===== config.mk =====
export PLATFORM = sky130hd
export DESIGN_NAME = vmov_unit
export DESIGN_NICKNAME = d
export VERILOG_FILES = /design/src/rtl/vmov_pkg.sv /design/src/rtl/vmov_regfile.sv /design/src/rtl/vmov_lanes.sv /design/src/rtl/vmov_unit.sv
export SDC_FILE = /design/constraint.sdc
export NUM_CORES = 2
export LEC_CHECK = 0
export BUFFER_PORTS_ARGS = -buffer_cell sky130_fd_sc_hd__buf_4
export CAP_MARGIN = 40
export CORE_MARGIN = 5
export CORE_UTILIZATION = 62
export CTS_CLUSTER_SIZE = 24
export DETAILED_ROUTE_END_ITERATION = 16
export PLACE_DENSITY_LB_ADDON = 0.3
export SLEW_MARGIN = 20
export SYNTH_ARGS = -nofsm -noshare
export SYNTH_HDL_FRONTEND = slang
export SYNTH_HIERARCHICAL = 1
export SYNTH_SLANG_ARGS = --single-unit
export TNS_END_PERCENT = 5

===== constraint.sdc =====
create_clock -name clk -period 15.4 [get_ports clk]
set_input_delay 0.77 -clock clk [delete_from_list [all_inputs] [get_ports clk]]
set_output_delay 0.77 -clock clk [all_outputs]
set_load 0.01 [all_outputs]

===== src/rtl/vmov_pkg.sv =====
package vmov_pkg;

    typedef enum logic [3:0] {
        OP_ALD  = 4'd0,
        OP_AST  = 4'd1,
        OP_ULD  = 4'd2,
        OP_UST  = 4'd3,
        OP_VMOV = 4'd4,
        OP_SLD  = 4'd5,
        OP_SST  = 4'd6,
        OP_SMOV = 4'd7,
        OP_LLD  = 4'd8,
        OP_LST  = 4'd9,
        OP_HLD  = 4'd10,
        OP_HST  = 4'd11,
        OP_L2H  = 4'd12,
        OP_H2L  = 4'd13,
        OP_SGN  = 4'd14,
        OP_NOP  = 4'd15
    } vop_e;

    typedef enum logic [1:0] {
        ST_IDLE = 2'd0,
        ST_EXEC = 2'd1,
        ST_LOAD = 2'd2
    } vstate_e;

    function automatic logic op_is_load(vop_e op);
        return (op == OP_ALD) || (op == OP_ULD) || (op == OP_SLD) ||
               (op == OP_LLD) || (op == OP_HLD);
    endfunction

    function automatic logic op_is_store(vop_e op);
        return (op == OP_AST) || (op == OP_UST) || (op == OP_SST) ||
               (op == OP_LST) || (op == OP_HST);
    endfunction

    function automatic logic op_is_align(vop_e op);
        return (op == OP_ALD) || (op == OP_AST);
    endfunction

    function automatic logic op_wr_reg(vop_e op);
        return (op == OP_VMOV) || (op == OP_SMOV) || (op == OP_L2H) ||
               (op == OP_H2L);
    endfunction

endpackage


===== src/rtl/vmov_regfile.sv =====
module vmov_regfile #(
    parameter int NREG  = 8,
    parameter int VEC_W = 128,
    parameter int IDX_W = $clog2(NREG)
) (
    input  logic             clk,
    input  logic             rst_n,
    input  logic             we,
    input  logic [IDX_W-1:0] waddr,
    input  logic [VEC_W-1:0] wdata,
    input  logic [IDX_W-1:0] raddr_a,
    output logic [VEC_W-1:0] rdata_a,
    input  logic [IDX_W-1:0] raddr_b,
    output logic [VEC_W-1:0] rdata_b
);

    logic [VEC_W-1:0] regs_q [NREG];

    for (genvar g = 0; g < NREG; g++) begin : g_reg
        always_ff @(posedge clk) begin
            if (!rst_n) begin
                regs_q[g] <= '0;
            end else if (we && (waddr == IDX_W'(g))) begin
                regs_q[g] <= wdata;
            end
        end
    end

    assign rdata_a = regs_q[raddr_a];
    assign rdata_b = regs_q[raddr_b];

endmodule


===== src/rtl/vmov_lanes.sv =====
module vmov_lanes
    import vmov_pkg::*;
#(
    parameter int LANE_W = 32,
    parameter int VEC_W  = 4 * LANE_W,
    parameter int STRB_W = VEC_W / 8
) (
    input  vop_e              op,
    input  logic [VEC_W-1:0]  src_v,
    input  logic [VEC_W-1:0]  dst_v,
    input  logic [VEC_W-1:0]  rdata,
    output logic [VEC_W-1:0]  res_v,
    output logic [VEC_W-1:0]  wdata,
    output logic [STRB_W-1:0] wstrb,
    output logic [3:0]        sign4
);

    localparam int HALF   = VEC_W / 2;
    localparam int HALF_B = HALF / 8;
    localparam int LANE_B = LANE_W / 8;

    // one sign bit per lane, lane i to bit i
    for (genvar l = 0; l < 4; l++) begin : g_sign
        assign sign4[l] = src_v[l*LANE_W + LANE_W - 1];
    end

    always_comb begin
        res_v = dst_v;
        wdata = '0;
        wstrb = '0;
        unique case (op)
            OP_ALD, OP_ULD: res_v = rdata;
            OP_AST, OP_UST: begin
                wdata = src_v;
                wstrb = '1;
            end
            OP_VMOV: res_v = src_v;
            OP_SLD:  res_v = {{(VEC_W-LANE_W){1'b0}}, rdata[LANE_W-1:0]};
            OP_SST: begin
                wdata = {{(VEC_W-LANE_W){1'b0}}, src_v[LANE_W-1:0]};
                wstrb = {{(STRB_W-LANE_B){1'b0}}, {LANE_B{1'b1}}};
            end
            OP_SMOV: res_v = {dst_v[VEC_W-1:LANE_W], src_v[LANE_W-1:0]};
            OP_LLD:  res_v = {dst_v[VEC_W-1:HALF], rdata[HALF-1:0]};
            OP_LST: begin
                wdata = {{HALF{1'b0}}, src_v[HALF-1:0]};
                wstrb = {{(STRB_W-HALF_B){1'b0}}, {HALF_B{1'b1}}};
            end
            OP_HLD:  res_v = {rdata[HALF-1:0], dst_v[HALF-1:0]};
            OP_HST: begin
                wdata = {{HALF{1'b0}}, src_v[VEC_W-1:HALF]};
                wstrb = {{(STRB_W-HALF_B){1'b0}}, {HALF_B{1'b1}}};
            end
            OP_L2H:  res_v = {src_v[HALF-1:0], dst_v[HALF-1:0]};
            OP_H2L:  res_v = {dst_v[VEC_W-1:HALF], src_v[VEC_W-1:HALF]};
            default: res_v = dst_v;
        endcase
    end

endmodule


===== src/rtl/vmov_unit.sv =====
module vmov_unit
    import vmov_pkg::*;
#(
    parameter  int LANE_W = 32,
    parameter  int NREG   = 8,
    parameter  int ADDR_W = 32,
    parameter  int MASK_W = 32,
    localparam int VEC_W  = 4 * LANE_W,
    localparam int STRB_W = VEC_W / 8,
    localparam int IDX_W  = $clog2(NREG),
    localparam int ALIGN_B = $clog2(STRB_W)
) (
    input  logic              clk,
    input  logic              rst_n,
    input  logic              op_valid,
    input  logic [3:0]        op_code,
    input  logic [IDX_W-1:0]  op_dst,
    input  logic [IDX_W-1:0]  op_src,
    input  logic [ADDR_W-1:0] op_addr,
    output logic              op_ready,
    output logic              done,
    output logic              fault,
    output logic [MASK_W-1:0] mask_out,
    output logic              mem_req,
    output logic              mem_we,
    output logic [ADDR_W-1:0] mem_addr,
    output logic [VEC_W-1:0]  mem_wdata,
    output logic [STRB_W-1:0] mem_wstrb,
    input  logic [VEC_W-1:0]  mem_rdata
);

    vstate_e           state_q, state_d;
    vop_e              op_q;
    logic [IDX_W-1:0]  dst_q, src_q;
    logic [ADDR_W-1:0] addr_q;
    logic              fault_q, done_q;
    logic [3:0]        mask_q;

    logic              accept, misalign, mem_op, complete, rf_we, mask_we;
    logic [VEC_W-1:0]  src_v, dst_v, res_v, lane_wdata;
    logic [STRB_W-1:0] lane_wstrb;
    logic [3:0]        sign4;

    assign accept   = op_valid && (state_q == ST_IDLE);
    assign misalign = op_is_align(op_q) && (addr_q[ALIGN_B-1:0] != '0);
    assign mem_op   = op_is_load(op_q) || op_is_store(op_q);

    vmov_regfile #(.NREG(NREG), .VEC_W(VEC_W), .IDX_W(IDX_W)) u_rf (
        .clk     (clk),
        .rst_n   (rst_n),
        .we      (rf_we),
        .waddr   (dst_q),
        .wdata   (res_v),
        .raddr_a (src_q),
        .rdata_a (src_v),
        .raddr_b (dst_q),
        .rdata_b (dst_v)
    );

    vmov_lanes #(.LANE_W(LANE_W), .VEC_W(VEC_W), .STRB_W(STRB_W)) u_lanes (
        .op    (op_q),
        .src_v (src_v),
        .dst_v (dst_v),
        .rdata (mem_rdata),
        .res_v (res_v),
        .wdata (lane_wdata),
        .wstrb (lane_wstrb),
        .sign4 (sign4)
    );

    // state register
    always_ff @(posedge clk) begin
        if (!rst_n) state_q <= ST_IDLE;
        else        state_q <= state_d;
    end

    // transitions
    always_comb begin
        state_d = state_q;
        unique case (state_q)
            ST_IDLE: if (op_valid) state_d = ST_EXEC;
            ST_EXEC: state_d = (op_is_load(op_q) && !misalign) ? ST_LOAD : ST_IDLE;
            ST_LOAD: state_d = ST_IDLE;
            default: state_d = ST_IDLE;
        endcase
    end

    // outputs of the current state
    always_comb begin
        mem_req  = 1'b0;
        mem_we   = 1'b0;
        rf_we    = 1'b0;
        mask_we  = 1'b0;
        complete = 1'b0;
        unique case (state_q)
            ST_IDLE: ;
            ST_EXEC: begin
                mem_req  = mem_op && !misalign;
                mem_we   = op_is_store(op_q) && !misalign;
                rf_we    = op_wr_reg(op_q);
                mask_we  = (op_q == OP_SGN);
                complete = !(op_is_load(op_q) && !misalign);
            end
            ST_LOAD: begin
                rf_we    = 1'b1;
                complete = 1'b1;
            end
            default: ;
        endcase
    end

    assign mem_addr  = addr_q;
    assign mem_wdata = lane_wdata;
    assign mem_wstrb = mem_we ? lane_wstrb : '0;

    // operation capture and completion flags
    always_ff @(posedge clk) begin
        if (!rst_n) begin
            op_q    <= OP_NOP;
            dst_q   <= '0;
            src_q   <= '0;
            addr_q  <= '0;
            fault_q <= 1'b0;
            done_q  <= 1'b0;
            mask_q  <= '0;
        end else begin
            done_q <= complete;
            if (accept) begin
                op_q    <= vop_e'(op_code);
                dst_q   <= op_dst;
                src_q   <= op_src;
                addr_q  <= op_addr;
                fault_q <= 1'b0;
            end else if ((state_q == ST_EXEC) && misalign) begin
                fault_q <= 1'b1;
            end
            if (mask_we) mask_q <= sign4;
        end
    end

    assign op_ready = (state_q == ST_IDLE);
    assign done     = done_q;
    assign fault    = fault_q;
    assign mask_out = {{(MASK_W-4){1'b0}}, mask_q};

endmodule


=== Yosys cells after proc, flatten, opt, wreduce, memory -nomap -nowiden ===
Memories as Yosys holds them, arrays and structs flattened. A register that Yosys moved wholly into a read port is not among the register bits.
Cells that the tools add are included.

* Bits in registers: 50
* Memories kept: 1
* Memory bits (writable): 1024
* Input port bits: 173

* Reductions and logical operators: 37
* Muxes and demuxes: 49
* Bitwise operators: 9
* Equal/unequal tests: 24

{| class="wikitable"
|+ Memories
! memory !! words !! bits a word !! read ports !! clocked after Yosys merged registers in !! write ports !! line !! source
|-
| u_rf.regs_q || 8 || 128 || 2 || 2 || 8 || vmov_regfile.sv:17 || <nowiki>logic [VEC_W-1:0] regs_q [NREG];</nowiki>
|}

{| class="wikitable"
|+ Operator list
! kind !! count
|-
| 128-bit two-way mux || 8
|-
| 128-bit one-hot mux with 8 select lines || 1
|-
| 128-bit one-hot mux with 4 select lines || 1
|-
| 16-bit one-hot mux with 3 select lines || 1
|-
| 4-bit == test (second input constant) || 7
|-
| 1-bit two-way mux || 28
|-
| 4-bit by 3-bit == test with 1-bit output (second input constant) || 4
|-
| 16-bit two-way mux || 1
|-
| 1-bit logical AND || 14
|-
| 1-bit logical OR || 13
|-
| 3-bit == test (second input constant) || 4
|-
| 3-bit two-way mux || 4
|-
| 4-bit by 2-bit == test with 1-bit output (second input constant) || 2
|-
| 1-bit bitwise OR || 8
|-
| 2-bit OR reduction || 4
|-
| 3-bit by 2-bit == test with 1-bit output (second input constant) || 2
|-
| 4-bit by 1-bit == test with 1-bit output (second input constant) || 1
|-
| 4-bit logical NOT || 1
|-
| 2-bit two-way mux || 2
|-
| 1-bit one-hot mux with 2 select lines || 2
|-
| 2-bit one-hot mux with 2 select lines || 1
|-
| 4-bit nonzero test || 1
|-
| 3-bit by 1-bit == test with 1-bit output (second input constant) || 1
|-
| 3-bit logical NOT || 1
|-
| 6 further kinds || 7
|}

=== Longest topological paths before layout ===
* Depth after elaboration: 10
* Gate-level depth with buffers: 10

=== Cells and area by module ===
Netlist, hierarchy kept.

{| class="wikitable"
|+ Modules (own cells, without submodules)
! module !! cells an instance !! area an instance (µm²) !! instances
|-
| vmov_regfile || 3331 || 54114.4 || 1
|-
| vmov_lanes || 983 || 6521.3 || 1
|-
| vmov_unit || 282 || 2357.3 || 1
|}

=== Worst setup path after synthesis ===
OpenSTA, ideal clock, no wires.

* Kind: flip-flop to flip-flop
* Start point: register op_q[0]
* End point: memory u_rf.regs_q[4][0], enable pin
* Setup slack: 4436 ps
* Arrival: 10172 ps
* Path buffers: 0
* Stages on the path, launching flop included: 7
* Required time: 14608 ps
* Clock period less this slack: 10964 ps
* Cell sequence: dfxtp_1 > nor2b_1 > xnor2_1 > a31oi_1 > nor2b_1 > nand2_1 > o21ai_0

{| class="wikitable"
|+ RTL lines
! item !! line !! source
|-
| start, declared || vmov_unit.sv:33 || <nowiki>vop_e op_q;</nowiki>
|-
| start signal, assigned || vmov_unit.sv:129 || <nowiki>op_q <= vop_e'(op_code);</nowiki>
|-
| end, declared || vmov_regfile.sv:17 ||
|}

==> out/metrics.yaml <==
yosysSeqAreaShare_pct: 50.4
status: "finished clean"
timing.slew.headroom_pct: 14.8
p_sw_share_pct: 27.8
maxCapViolCount: 0
gp_congestion: 0.863
rows: 117
p_int_mw: 5.38
design_area_um2: 69900
nFillCells: 6860
tightest_slew_ns: 1.28
pin_count: 386
place_hpwl_mm: 123
holdPathStages: 3
cts_buffer_depth: 3
hold-path-endpoint: "op_q[1]"
postCtsSetupBuffers: 0
drtPass1Iterations: 6
post_dp_cell_area_um2: 65900
skew_ns: 0.0435
layout_setup_ws_ns: 9.93
min_period_over_period_pct: 35.5
root_buffer: "clkbuf_16"
grt_max_degree: 213
setup_violations: 0
cts_resized: 0
clkSinkCount: 1074
clk_pin_slew_worst_paths_ns: 0.06
synthToLayoutAreaGrowth_pct: 11.0
critPathMaxFanout: 40
initial_core_util_pct: 62.2
peakVddDrop_uv: 88.8
synth-edff-count: 1024
slew_viol_final: 0
clkLatencyLatePin_ns: 0.73
grt_pass1_vias: 47320
syn_avg_cell_area_um2: 13.7
die_x_um: 329
cts_hold_buffers: 0
critical_path_required_ns: 14.63
p_leak_nw: 24.3
r2r_start: "src_q[0]"
setup_tns_ns: 0
arrival_ns: 4.70
grt-ovfl-total: 0
synthesis.area_um2: 63000
reg2reg_to: "u_rf/regs_q[0][26]"
grt_antenna_before_repair: 9
p_total_mw: 7.45
power_density_nw_per_um2: 107
path_class: "register to output port"
hp-class: "input port to register"
endpoint_kind: "output port"
cts_max_level: 3
seq_power_share_pct: 45.2
postRouteAntennaNets: 0
fp.dieArea_um2: 108000
clkPwrFrac_pct: 37.1
drive_gt1_share_pct: 25.3
pwr-share-comb_pct: 17.6
coreArea_um2: 101000
grtUsageTotal_pct: 38.5
die_y_um: 329
post-route-min-period_ns: 5.47
grt_pass1_wl_mm: 309
rsz0062_at_grt: "no"
start_kind: "register"
first_iter_violations: 8139
syn_inst: 4596
num_vias: 47490
drt-total-wl_mm: 213
cts-buffers-inserted: 114
cts_tree: "yes"
fmax_ghz: 0.183
reg2reg_depth: 13
drc_errors: 0
num-nets-final: 4828
post_drt_wl_per_cell_um: 34.8
yosysUniqueCellTypes: 63
reg2reg_slack_ns: 10.67
vias_per_cell: 7.75
finalHoldViolCount: 0
dominantRegCellSynth: "edfxtp_1"
preCtsSetupSlack_ns: 10.22
ys.warnings.count: 6
switching_power_mw: 2.07
ys_ff_latch: 1074
hp-start: "op_code[1]"
io_buffer_count: 357
async_reset_ff_share_pct: 0
worst max-delay path, stage by stage, from the launching register on:
cell and delay [ns]:
dfxtp_4 0.54, buf_4 0.33, buf_16 0.28, buf_4 0.40
buf_16 0.33, buf_4 0.28, buf_16 0.30, mux4_1 0.58
mux2_2 0.32, and3_1 0.33, buf_4 0.21
registers in the layout, summed over array words and instances (netlist names):
signal	count
mem_addr	32
state_q	2
src_q	3
done	1
mask_q	4
dst_q	3
fault	1
op_q	4
u_rf/regs_q	1024
layout make-up:
class	instances	area [µm²]	share of cell area [%]
antenna	11	27.5	0.0394
timing repair buffer	481	4410	6.31
sequential	1074	31800	45.5
clock buffer	152	3110	4.45
tap	1368	1710	2.45
inverter	218	821	1.17
clock inverter	58	616	0.880
multi-input combinational	2763	27400	39.2
cell usage in the layout, fill, tap and decap left out, types with 9 or more instances in the layout:
cell,netlist,routed
o2111ai_1,32,32
nor3b_1,33,33
o221ai_1,33,33
dfxtp_4,0,9
nor2_1,54,51
nor2b_1,39,38
nand2_1,120,119
o21ai_0,99,91
a221o_1,48,47
conb_1,1,28
inv_1,89,87
o32ai_1,17,17
bufinv_16,0,12
diode_2,0,11
clkbuf_16,0,116
a22o_1,111,111
buf_4,48,432
clkinv_1,129,152
clkinv_2,0,12
mux2i_1,51,51
and4b_1,32,32
nor3_1,1025,1025
clkbuf_1,350,29
and2_1,19,19
edfxtp_1,1024,1024
buf_12,12,21
a221oi_1,34,34
dfxtp_1,50,40
a21boi_0,38,38
mux4_1,254,254
mux4_2,248,248
mux2_2,256,256
and3_1,97,97
mux4_4,10,10
a22oi_1,32,32
buf_16,0,26
Yosys cell counts (28+ instances only):
cell       count  share of area (%)
nor3_1      1025                8.1
edfxtp_1    1024                 49
clkbuf_1     350                2.1
mux2_2       256                4.6
mux4_1       254                 11
mux4_2       248                8.9
clkinv_1     129               0.77
nand2_1      120               0.72
a22o_1       111                1.5
o21ai_0       99               0.79
and3_1        97               0.96
inv_1         89               0.53
nor2_1        54               0.32
mux2i_1       51               0.81
buf_2         50               0.40
dfxtp_1       50                1.6
a221o_1       48               0.76
buf_4         48               0.57
nor2b_1       39               0.39
a21boi_0      38               0.45
a221oi_1      34               0.47
buf_6         33               0.59
nor3b_1       33               0.39
o221ai_1      33               0.46
a22oi_1       32               0.38
and4b_1       32               0.51
o2111ai_1     32               0.44
buf_1         31               0.18
clkbuf_8      28               0.61
power by group through the flow:
stage               Clock [mW]  Combinational (mW)  Sequential [mW]
finish                    2.77                1.31             3.37
global route              2.90                1.35             3.38
CTS                       2.77                1.26             3.36
detailed placement           0                1.25             3.42
global placement             0                1.21             3.42
floorplan                    0               0.846             3.43
worst max-delay path by stage:
stage | from | to | cells after the start
finish | src_q[0] | mem_wdata[78] | 10
global route | src_q[0] | mem_wdata[86] | 10
CTS | src_q[0] | mem_wdata[82] | 8
detailed placement | src_q[0] | mem_wdata[82] | 8
global placement | src_q[0] | mem_wdata[3] | 7
floorplan | op_q[0] | u_rf/regs_q[4][0] | 6
per-stage QoR:
| step | utilization, % | instances | hold WS (ns) |
|---|---|---|---|
| floorplan | - | 4623 | 0.456 |
| detailed placement | 65.1 | 5893 | 0.459 |
| CTS | 68.7 | 6103 | 0.234 |
| global placement | 64.4 | 5866 | 0.454 |
| global route | 69.0 | 6116 | 0.290 |
| finish | 69.0 | 6125 | 0.263 |
kinds of logic (layout without fill, tap and decap cells):
group                    count (synthesis)  count (layout)  synth area share [%]
buffers and inverters                  786             909                  6.50
XOR/XNOR                                 1               1                0.0139
adder cells (fa/ha/maj)                  4               4                0.0775
other                                    1              39               0.00595
flip-flops                            1074            1074                  50.4
AO/OA/AOI/OAI                          468             468                  5.82
multiplexers                           819             819                  25.2
AND/OR/NAND/NOR                       1443            1443                  11.9
layer usage:
layer / global-route usage, % / wire (µm)
met5: 0 / 44
met4: 19.8 / 13400
met3: 15.3 / 36500
met2: 57.4 / 94200
met1: 49.3 / 68700
(Power assumes the default switching activity.)
